### src/rtl/srs_pkg.sv
package srs_pkg;
  typedef enum logic [1:0] {PE_NONE, PE_TIMING, PE_IOCTL, PE_FORMAT} pe_kind_e;

  localparam int RAM_WORDS    = 4;
  // global write slots
  localparam int WS_LOOP      = 0;
  localparam int WS_END       = 1;
  localparam int WS_XADDR     = 2;
  localparam int WS_XCTL      = 3;
  localparam int WS_WD0       = 4;
  localparam int WS_DRAM      = WS_WD0 + RAM_WORDS;
  localparam int GLB_WR_SLOTS = WS_DRAM + 1;
  // global read slots
  localparam int RS_DBG       = 0;
  localparam int RS_VEC       = 1;
  localparam int RS_HIST      = 2;
  localparam int RS_CMD       = 3;
  localparam int RS_RD0       = 4;
  localparam int GLB_RD_SLOTS = RS_RD0 + RAM_WORDS;

  localparam int FMT_BITS     = 5;
  localparam int IOCTL_BITS   = 5;
endpackage

### src/rtl/srs_strobe_sync.sv
module srs_strobe_sync #(
  parameter int STAGES = 2
) (
  input  logic clk,
  input  logic rst,
  input  logic strobe,
  output logic rise,
  output logic held
);
  logic [STAGES:0] chain;

  always_ff @(posedge clk) begin
    if (rst) chain <= '0;
    else     chain <= {chain[STAGES-1:0], strobe};
  end

  assign rise = chain[STAGES-1] & ~chain[STAGES];
  assign held = chain[STAGES];


  single_evt_chk: assert property (@(posedge clk) disable iff (rst)
    rise |=> !rise);
endmodule

### src/rtl/srs_decode.sv
module srs_decode import srs_pkg::*; #(
  parameter  int AW         = 10,
  parameter  int NCH        = 16,
  parameter  int NSETS      = 3,
  parameter  int SET_STRIDE = 8,
  localparam int CH_STRIDE  = NSETS * SET_STRIDE,
  localparam int PE_WORDS   = NCH * CH_STRIDE,
  localparam int CHW        = $clog2(NCH),
  localparam int SW         = $clog2(GLB_WR_SLOTS)
) (
  input  logic [AW-1:0]  addr,
  output pe_kind_e       kind,
  output logic [CHW-1:0] ch,
  output logic           glb_wr_hit,
  output logic           glb_rd_hit,
  output logic [SW-1:0]  glb_slot
);
  int a_i, off_i, set_i, pos_i, g_i;

  assign a_i   = int'(addr);
  assign off_i = a_i % CH_STRIDE;
  assign set_i = off_i / SET_STRIDE;
  assign pos_i = off_i % SET_STRIDE;
  assign g_i   = a_i - PE_WORDS;

  always_comb begin
    kind = PE_NONE;
    if (a_i < PE_WORDS && set_i < NSETS) begin
      if (pos_i != SET_STRIDE - 1) kind = PE_TIMING;
      else if (set_i == 0)         kind = PE_IOCTL;
      else if (set_i == 1)         kind = PE_FORMAT;
    end
  end

  assign ch         = CHW'(a_i / CH_STRIDE);
  assign glb_wr_hit = (g_i >= 0) && (g_i < GLB_WR_SLOTS);
  assign glb_rd_hit = (g_i >= 0) && (g_i < GLB_RD_SLOTS);
  assign glb_slot   = SW'(g_i);
endmodule

### src/rtl/srs_pe_store.sv
module srs_pe_store #(
  parameter  int DW    = 10,
  parameter  int DEPTH = 384,
  localparam int PAW   = $clog2(DEPTH)
) (
  input  logic           clk,
  input  logic           rst,
  input  logic           we,
  input  logic [PAW-1:0] waddr,
  input  logic [DW-1:0]  wdata,
  input  logic           re,
  input  logic [PAW-1:0] raddr,
  output logic [DW-1:0]  rdata,
  output logic           rvalid
);
  logic [DW-1:0]    mem [DEPTH];
  logic [DEPTH-1:0] vld;

  // plain memory, no reset, so it maps onto block RAM
  always_ff @(posedge clk) begin
    if (we) mem[waddr] <= wdata;
    if (re) rdata <= mem[raddr];
  end

  // written-since-reset flags give the zero-after-reset view
  always_ff @(posedge clk) begin
    if (rst) begin
      vld    <= '0;
      rvalid <= 1'b0;
    end else begin
      if (we) vld[waddr] <= 1'b1;
      if (re) rvalid <= vld[raddr];
    end
  end
endmodule

### src/rtl/strobe_reg_slave.sv
module strobe_reg_slave import srs_pkg::*; #(
  parameter  int DW          = 10,
  parameter  int NCH         = 16,
  parameter  int NSETS       = 3,
  parameter  int SET_STRIDE  = 8,
  parameter  int SYNC_STAGES = 2,
  localparam int CH_STRIDE   = NSETS * SET_STRIDE,
  localparam int PE_WORDS    = NCH * CH_STRIDE,
  localparam int PAW         = $clog2(PE_WORDS),
  localparam int CHW         = $clog2(NCH),
  localparam int SW          = $clog2(GLB_WR_SLOTS),
  localparam int RSW         = $clog2(GLB_RD_SLOTS)
) (
  input  logic                  clk,
  input  logic                  rst,
  input  logic [DW-1:0]         bus_in,
  output logic [DW-1:0]         bus_out,
  output logic                  bus_oe,
  input  logic                  adr_stb,
  input  logic                  wr_stb,
  input  logic                  rd_stb,
  input  logic [NCH-1:0]        phase_early,
  input  logic [DW-1:0]         dbg_word,
  input  logic [DW-1:0]         vec_ptr,
  input  logic [DW-1:0]         hist_ptr,
  input  logic [DW-1:0]         cmd_word,
  input  logic [RAM_WORDS*DW-1:0] ram_rdata,
  output logic [DW-1:0]         loop_addr,
  output logic [DW-1:0]         end_addr,
  output logic [DW-1:0]         xram_addr,
  output logic [DW-1:0]         xram_ctl,
  output logic [RAM_WORDS*DW-1:0] ram_wdata,
  output logic [DW-1:0]         dram_ctl
);
  // ---- strobe synchronizers: index 0 address, 1 write, 2 read
  logic [2:0] stb_in, stb_rise, stb_held;
  assign stb_in = {rd_stb, wr_stb, adr_stb};

  for (genvar gi = 0; gi < 3; gi++) begin : g_sync
    srs_strobe_sync #(.STAGES(SYNC_STAGES)) u_sync (
      .clk(clk), .rst(rst), .strobe(stb_in[gi]),
      .rise(stb_rise[gi]), .held(stb_held[gi])
    );
  end

  logic adr_ev, wr_ev, rd_ev;
  logic [1:0] unused_held;
  assign adr_ev      = stb_rise[0];
  assign wr_ev       = stb_rise[1];
  assign rd_ev       = stb_rise[2];
  assign unused_held = stb_held[1:0];

  // ---- address latch
  logic [DW-1:0] addr_q;
  always_ff @(posedge clk) begin
    if (rst)         addr_q <= '0;
    else if (adr_ev) addr_q <= bus_in;
  end


  addr_hold_chk: assert property (@(posedge clk) disable iff (rst)
    !adr_ev |=> $stable(addr_q));

  // ---- decode
  pe_kind_e       kind;
  logic [CHW-1:0] ch;
  logic           glb_wr_hit, glb_rd_hit;
  logic [SW-1:0]  glb_slot;

  srs_decode #(.AW(DW), .NCH(NCH), .NSETS(NSETS), .SET_STRIDE(SET_STRIDE)) u_dec (
    .addr(addr_q), .kind(kind), .ch(ch),
    .glb_wr_hit(glb_wr_hit), .glb_rd_hit(glb_rd_hit), .glb_slot(glb_slot)
  );

  // ---- per-channel words, masked on the way in
  logic [DW-1:0] pe_wdata, pe_rdata;
  logic          pe_rvalid;

  always_comb begin
    pe_wdata = bus_in;
    if (kind == PE_FORMAT)     pe_wdata = DW'(bus_in[FMT_BITS-1:0]);
    else if (kind == PE_IOCTL) pe_wdata = DW'({bus_in[IOCTL_BITS-1:1], 1'b0});
  end

  srs_pe_store #(.DW(DW), .DEPTH(PE_WORDS)) u_store (
    .clk(clk), .rst(rst),
    .we(wr_ev && kind != PE_NONE), .waddr(addr_q[PAW-1:0]), .wdata(pe_wdata),
    .re(rd_ev), .raddr(addr_q[PAW-1:0]),
    .rdata(pe_rdata), .rvalid(pe_rvalid)
  );

  // ---- global write-side control words
  logic [DW-1:0] glb_w [GLB_WR_SLOTS];
  always_ff @(posedge clk) begin
    if (rst) begin
      for (int i = 0; i < GLB_WR_SLOTS; i++) glb_w[i] <= '0;
    end else if (wr_ev && glb_wr_hit) begin
      glb_w[glb_slot] <= bus_in;
    end
  end

  assign loop_addr = glb_w[WS_LOOP];
  assign end_addr  = glb_w[WS_END];
  assign xram_addr = glb_w[WS_XADDR];
  assign xram_ctl  = glb_w[WS_XCTL];
  assign dram_ctl  = glb_w[WS_DRAM];

  // ---- global read-side status words
  logic [DW-1:0] glb_r [GLB_RD_SLOTS];
  assign glb_r[RS_DBG]  = dbg_word;
  assign glb_r[RS_VEC]  = vec_ptr;
  assign glb_r[RS_HIST] = hist_ptr;
  assign glb_r[RS_CMD]  = cmd_word;

  for (genvar gi = 0; gi < RAM_WORDS; gi++) begin : g_ramw
    assign ram_wdata[gi*DW +: DW] = glb_w[WS_WD0 + gi];
    assign glb_r[RS_RD0 + gi]     = ram_rdata[gi*DW +: DW];
  end

  // ---- read path: capture on the event, drive one edge later
  logic           rd_pend;
  pe_kind_e       rd_kind_q;
  logic [CHW-1:0] rd_ch_q;
  logic [DW-1:0]  rd_glb_q, rd_word;

  always_comb begin
    case (rd_kind_q)
      PE_TIMING, PE_FORMAT: rd_word = pe_rvalid ? pe_rdata : '0;
      PE_IOCTL: begin
        rd_word    = pe_rvalid ? pe_rdata : '0;
        rd_word[0] = phase_early[rd_ch_q];
      end
      default: rd_word = rd_glb_q;
    endcase
  end

  always_ff @(posedge clk) begin
    if (rst) begin
      rd_pend   <= 1'b0;
      rd_kind_q <= PE_NONE;
      rd_ch_q   <= '0;
      rd_glb_q  <= '0;
      bus_out   <= '0;
      bus_oe    <= 1'b0;
    end else begin
      rd_pend <= rd_ev;
      bus_oe  <= stb_held[2];
      if (rd_ev) begin
        rd_kind_q <= kind;
        rd_ch_q   <= ch;
        rd_glb_q  <= glb_rd_hit ? glb_r[glb_slot[RSW-1:0]] : '0;
      end
      if (rd_pend) bus_out <= rd_word;
    end
  end


  rst_clear_chk: assert property (@(posedge clk)
    $past(rst) |-> (loop_addr == '0 && end_addr == '0 && xram_addr == '0 &&
                    xram_ctl == '0 && ram_wdata == '0 && dram_ctl == '0 && !bus_oe));


  glb_hold_chk: assert property (@(posedge clk) disable iff (rst)
    (!$past(rst) && !$past(wr_ev)) |->
      $stable({loop_addr, end_addr, xram_addr, xram_ctl, ram_wdata, dram_ctl}));


  unmapped_wr_chk: assert property (@(posedge clk) disable iff (rst)
    (wr_ev && !glb_wr_hit) |=>
      $stable({loop_addr, end_addr, xram_addr, xram_ctl, ram_wdata, dram_ctl}));


  oe_src_chk: assert property (@(posedge clk) disable iff (rst)
    bus_oe |-> $past(stb_held[2]));
endmodule

### config.mk
export PLATFORM = sky130hd
export DESIGN_NAME = strobe_reg_slave
export DESIGN_NICKNAME = d
export VERILOG_FILES = /design/src/rtl/srs_pkg.sv /design/src/rtl/srs_strobe_sync.sv /design/src/rtl/srs_decode.sv /design/src/rtl/srs_pe_store.sv /design/src/rtl/strobe_reg_slave.sv
export SDC_FILE = /design/constraint.sdc
export NUM_CORES = 2
export LEC_CHECK = 0
export BUFFER_PORTS_ARGS = -buffer_cell sky130_fd_sc_hd__buf_2
export CORE_ASPECT_RATIO = 1.75
export CORE_MARGIN = 2
export CORE_UTILIZATION = 30
export DETAILED_ROUTE_END_ITERATION = 8
export PLACE_DENSITY = 0.47
export SLEW_MARGIN = 5
export SYNTH_ARGS = -nofsm -noshare
export SYNTH_HDL_FRONTEND = slang
export SYNTH_SLANG_ARGS = --single-unit
export TNS_END_PERCENT = 1
### constraint.sdc
create_clock -name clk -period 10.9 [get_ports clk]
set_clock_uncertainty 0.15 [all_clocks]
set_input_delay 2.725 -clock clk [delete_from_list [all_inputs] [get_ports clk]]
set_output_delay 2.725 -clock clk [all_outputs]
set_load 0.05 [all_outputs]
# Word level (Yosys, flattened, before mapping)
# Memories as Yosys holds them, arrays and structs flattened. A register that Yosys moved wholly into a read port is not among the register bits.
# Cells that the tools add are included.
dict set report word_totals {
  reg_bits 432
  ram_bits 3930
  inputBits 111
  output_inout_bits 101
  n_memories 2
}
# memory depth width rd rd_clocked_by_memory_dff write_ports line
set memory_table {}
lappend memory_table {u_store.mem 384 10 1 1 1 srs_pe_store.sv:16} ;# logic [DW-1:0] mem [DEPTH];
lappend memory_table {glb_w 9 10 9 0 9 strobe_reg_slave.sv:93} ;# logic [DW-1:0] glb_w [GLB_WR_SLOTS];
dict set report op_classes {
  addsub 2
  div_mod_pow 2
  magnitude_cmp 9
  eq_ne 7
  mux 28
  bitwise 9
  reduce_logical 11
}
# op count
set ops {}
lappend ops {{384-bit OR} 1}
lappend ops {{10-bit two-way mux} 7}
lappend ops {{32-bit by 5-bit < comparator with 1-bit output (second input constant)} 2}
lappend ops {{32-bit by 1-bit adder with 32-bit output} 1}
lappend ops {{11-bit by 6-bit divider with 32-bit output (second input constant)} 1}
lappend ops {{32-bit by 2-bit == test with 1-bit output (second input constant)} 1}
lappend ops {{32-bit by 1-bit >= comparator with 1-bit output (second input constant)} 1}
lappend ops {{32-bit logical NOT} 1}
lappend ops {{32-bit by 3-bit < comparator with 1-bit output (second input constant)} 1}
lappend ops {{11-bit by 6-bit remainder unit with 32-bit output (second input constant)} 1}
lappend ops {{10-bit binary-select mux with 3-bit select} 1}
lappend ops {{10-bit case mux with 2 select lines} 1}
lappend ops {{1-bit two-way mux} 11}
lappend ops {{10-bit by 9-bit subtractor with 11-bit output (second input constant)} 1}
lappend ops {{10-bit by 9-bit < comparator with 1-bit output (second input constant)} 1}
lappend ops {{9-bit by 10-bit < comparator with 1-bit output (second input constant)} 1}
lappend ops {{10-bit OR reduction} 1}
lappend ops {{1-bit binary-select mux with 9-bit select} 1}
lappend ops {{1-bit demux with 9-bit select} 1}
lappend ops {{9-bit by 1-bit >= comparator with 1-bit output (second input constant)} 1}
lappend ops {{2-bit == test (second input constant)} 4}
lappend ops {{2-bit two-way mux} 4}
lappend ops {{1-bit logical AND} 6}
lappend ops {{4-bit by 5-bit < comparator with 1-bit output (second input constant)} 1}
lappend ops {{other kinds (11)} 16}

# Longest topological paths before layout
dict set report logic_depth {
  ltp_word 13
  mapped_depth 34
}

# Modules after synthesis
# Synthesis repeated with hierarchy kept, for this count alone.
dict set report unflattened {
  hier_cells 8658
  area_unflattened_um2 169233.6
}
# module n_inst cells_per_inst area_per_inst_um2
set modules_own_cells {}
lappend modules_own_cells {srs_pe_store 1 7991 161815.2}
lappend modules_own_cells {strobe_reg_slave 1 417 5592.9}
lappend modules_own_cells {srs_decode 1 229 1562.7}
lappend modules_own_cells {srs_strobe_sync 3 7 87.6}

# Least setup slack after synthesis
# No wires, ideal clock.
dict set report synth_timing {
  kind {reg2reg}
  startpoint {register addr_q[7]}
  endpoint {memory u_store.mem[0][5], data pin}
  t_arrival_ps 10689
  required_time_ps 9541
  setup_slack_ps -1148
  stages_incl_launch_ff 31
  cell_sequence {dfxtp_1 -> inv_2 -> buf_1 -> ha_1 -> nor3b_4 -> nor3_2 -> buf_6 -> inv_4 -> ha_1 -> nor2b_1 -> and2_1 -> nand3_1 -> and3_1 -> a21boi_2 -> nor4_2 -> buf_2 -> o21ai_1 -> or3_1 -> buf_2 -> a2bb2oi_4 -> and2_1 -> xnor2_1 -> ha_1 -> ha_1 -> nand2_1 -> nor3b_1 -> mux2i_1 -> a21o_1 -> nand4_1 -> a21o_1 -> and2_1}
}
dict set report synth_between {
  elab_chain_cells 12
  elab_cells_between_ends 18
}
# element line
set synth_lines {}
lappend synth_lines {{start: declaration} strobe_reg_slave.sv:54} ;# logic [DW-1:0] addr_q;
lappend synth_lines {{start signal: assignment} strobe_reg_slave.sv:57} ;# else if (adr_ev) addr_q <= bus_in;
lappend synth_lines {{parallel branches: the longest is 8 deep, another holds 11-bit by 6-bit remainder unit with 32-bit output} -}
lappend synth_lines {{2-bit two-way mux (*)} srs_decode.sv:28} ;# if (a_i < PE_WORDS && set_i < NSETS) begin
lappend synth_lines {{2-bit == test} strobe_reg_slave.sv:82} ;# else if (kind == PE_IOCTL) pe_wdata = DW'({bus_in[IOCTL_BITS-1:1], 1'b0});
lappend synth_lines {{10-bit two-way mux} strobe_reg_slave.sv:82}
lappend synth_lines {{10-bit two-way mux (*)} strobe_reg_slave.sv:81} ;# if (kind == PE_FORMAT) pe_wdata = DW'(bus_in[FMT_BITS-1:0]);
lappend synth_lines {{via pe_wdata[5]} strobe_reg_slave.sv:76} ;# logic [DW-1:0] pe_wdata, pe_rdata;
lappend synth_lines {{end: declaration} srs_pe_store.sv:16}
# Mark *: on every way through the listed nets, which the timed path passes.

# Worst setup path after layout
dict set report layout_timing {
  startpoint {register addr_q[7]}
  endpoint {memory u_store.mem[325][5] (enable)}
}
dict set report layout_between {
  elab_chain_cells 13
  elab_cells_between_ends 18
}
# element
set layout_lines {}
lappend layout_lines {{parallel branches: the longest is 13 deep, another holds 11-bit by 6-bit remainder unit with 32-bit output}}
# Parallel ways; which one is timed is not known.

==> results.json <==
{
  "die_x_um": 578,
  "area_delta_synth_final_pct": 15.0,
  "p_leak_uw": 0.0593,
  "critPathArrivalTime_ns": 10.79,
  "vias_per_cell": 5.11,
  "yosys-top-cells-count": "edfxtp_1, mux4_2, nor3_1",
  "yosysMostFrequentCell": "edfxtp_1",
  "start_util_pct": 30.1,
  "grt_max_degree": 203,
  "cts.sinks": 4372,
  "synth_edf_count": 3940,
  "final_util_pct": 34.6,
  "numPortBuffers": 211,
  "crit_buf_inv": 7,
  "critPathRequiredTime_ns": 11.40,
  "hold-path-cell-count": 1,
  "rsz0062_at_grt": "false",
  "synth_cell_types": 79,
  "dpl_cell_area_um2": 186000,
  "synth_warnings": 0,
  "relSlewSlack_pct": -7.95,
  "row_count": 368,
  "pin_count": 212,
  "powerDensity_nw_per_um2": 175,
  "muxShareOfSynthArea_pct": 18.7,
  "dieHeight_mm": 1.01,
  "synth.net_count": 8740,
  "syn_inst": 8619,
  "status": "finished with violations",
  "synthSimpleGateAreaFrac_pct": 4.48,
  "cap_violations": 1,
  "worst_path_max_delay_cell": "nor3_2",
  "crit_top_cell": "ha_1",
  "hold_path.class": "register to register",
  "avgSynthCellArea_um2": 20.1,
  "start_kind": "register",
  "end_kind": "register",
  "slowest_delay_ns": 0.72,
  "fmax_ghz": 0.0971,
  "yosys-top-cells-area": "edfxtp_1, mux4_2, dfxtp_1, nor3_1, a21oi_1",
  "stdcell_area_um2": 199000,
  "worstMarginPinSlew_ns": 1.60,
  "ys_seq_area_share_pct": 73.5,
  "nets": 9213,
  "hpwl_mm": 325,
  "drtAntennaViolNets": 0,
  "post_cts_buffers": 0,
  "hold_viol": 0,
  "synthXorXnorAreaFrac_pct": 0.0253,
  "cts_tree": "yes",
  "async_reset_ff_share_pct": 0,
  "clk_latency_ns": 0.96,
  "final-setup-viol-count": 0,
  "cts_max_level": 5,
  "clockBufferDepth": 4,
  "yosys_most_used_dff": "edfxtp_1",
  "antenna_found_initial": 18,
  "synth_top_family_by_area": "multiplexers",
  "core-area_um2": 574000,
  "root_buffer": "clkbuf_16",
  "finalCritPeriodShare_pct": 94.4,
  "ir_drop_mv": 0.141,
  "wl_per_cell_um": 30.1,
  "r2r-start": "addr_q[7]",
  "path_class": "register to register",
  "cts_inserted_buffers": 385,
  "fillCellCount": 53637,
  "synth-compound-area-share_pct": 1.77,
  "synth_fa_ha_area_share_pct": 0.0724,
  "gp_congestion": 0.860,
  "dr.first_iter.drc_count": 7567,
  "grt_pass1_vias": 91564,
  "hp-start": "g_sync[2].u_sync.chain[0]",
  "min_period_ns": 10.29,
  "synth_area_um2": 173000,
  "final-seq-area_um2": 127000,
  "reg2reg_to": "u_store.mem[325][5]",
  "grt_overflow_total": 0,
  "routed_wl_mm": 513,
  "layout-drive-gt1-share_pct": 30.8,
  "die-area_um2": 582000,
  "first_pass_iters": 6,
  "min_to": "g_sync[2].u_sync.chain[1]",
  "multi_input_area_um2": 43800,
  "crit_fanout": 46,
  "synth-seq-cells": 4372,
  "r2r_slack_ns": 0.61,
  "dr_total_vias": 86967,
  "maxSlewViolCount": 4,
  "r2r_cells": 31,
  "synth_top_area_share_pct": 68.5,
  "grt_usage_pct": 17.3,
  "failed_checks": "max-capacitance violations, max-slew violations",
  "grt_pass1_wl_mm": 722,
  "drcViolationCount": 0,
  "clk_pin_slew_ns": 0.07,
  "synth_area_leader_cell": "edfxtp_1",
  "crit_family": "simple AND/OR/NAND/NOR gates"
}
## worst max-delay path by stage
stage,from,endpoint,cells past startpoint
floorplan,addr_q[7],u_store.mem[0][0],30
global placement,addr_q[7],u_store.mem[235][8],31
detailed placement,addr_q[7],u_store.mem[235][4],31
CTS,addr_q[7],u_store.mem[235][4],31
global route,addr_q[7],u_store.mem[326][5],31
finish,addr_q[7],u_store.mem[325][5],31
## stage by stage
step,hold slack (ns),total power [uW],setup WS [ns],setup TNS (ns),std cells
global placement,0.284,20800,0.201,0,16289
global route,0.315,35700,0.199,0,17016
CTS,0.310,35100,0.118,0,17005
floorplan,0.264,19900,-0.925,-355.16,8619
detailed placement,0.290,20800,0.179,0,16289
finish,0.310,34700,0.606,0,17021
## final cells by class
| cell class | count | area share, % |
|---|---|---|
| flip-flops and latches | 4372 | 63.9 |
| multi-input cells | 3594 | 22.0 |
| clock buffers | 462 | 5.09 |
| well taps | 7585 | 4.77 |
| repair buffers | 730 | 2.73 |
| clock inverters | 254 | 1.46 |
| inverters | 9 | 0.0208 |
| diodes | 15 | 0.0189 |
## cells in the final DEF, fill, tap and decap left out, types with 15 or more instances in the layout
master / instances
nor2b_1: 20
a31oi_1: 35
nor4_2: 47
dfxtp_1: 426
o31ai_1: 30
bufinv_16: 48
clkinv_1: 60
clkinv_2: 62
clkbuf_16: 388
a21oi_1: 359
nor2_1: 443
clkinvlp_4: 38
buf_2: 206
diode_2: 15
edfxtp_1: 3940
buf_4: 485
and2_1: 96
nand2b_1: 38
nand3_1: 34
clkbuf_1: 60
nor3_1: 653
nand2_1: 185
buf_12: 33
mux4_2: 1423
nor3_2: 31
## sequential cells by signal, summed over array words and instances, names as in the netlist
register and cells:
u_store.mem 3840, u_store.vld 384, glb_w 90, addr_q 10
bus_out 10, rd_glb_q 10, u_store.rdata 10, g_sync.u_sync.chain 9
rd_ch_q 4, rd_kind_q 2, bus_oe 1, rd_pend 1
u_store.rvalid 1
## cell families (layout without fill, tap and decap cells)
logic type               Yosys count  after routing
flip-flops                      4372           4372
other                              0             15
AND/OR/NAND/NOR                 1615           1615
buffers and inverters            654           1455
adder cells (fa/ha/maj)           10             10
AO/OA/AOI/OAI                    518            519
XOR/XNOR                           5              5
multiplexers                    1445           1445
## worst register-to-register path, delay by kind of cell, from the launching register on
family,cells,cell delay [ns]
AO/OA/AOI/OAI,8,2.81
flip-flops,1,0.31
buffers and inverters,7,1.82
AND/OR/NAND/NOR,11,3.38
XOR/XNOR,1,0.08
adder cells (fa/ha/maj),4,1.43
## metal layers
metal  vias to the layer above  global-route usage (%)  wire, um
li1                      36543                       -         -
met1                     47236                    19.4    185000
met2                      2468                    32.9    284000
met3                       718                    1.80     19800
met4                         2                    7.12     23500
met5                         -                       0        20
## report_power, final
part           internal [uW]  switching [uW]  total, uW  leakage (uW)
sequential             18300            26.3      18300        0.0390
combinational            536            1620       2160        0.0141
clock                   7850            6430      14300       0.00626
total                  26600            8070      34700        0.0593
## repair_timing
item | in CTS | in global routing
resized for setup | 0 | 6
setup endpoints to repair | 0 | 1530
hold buffers | 0 | 0
Note: power is estimated with default switching activity, not from simulation.
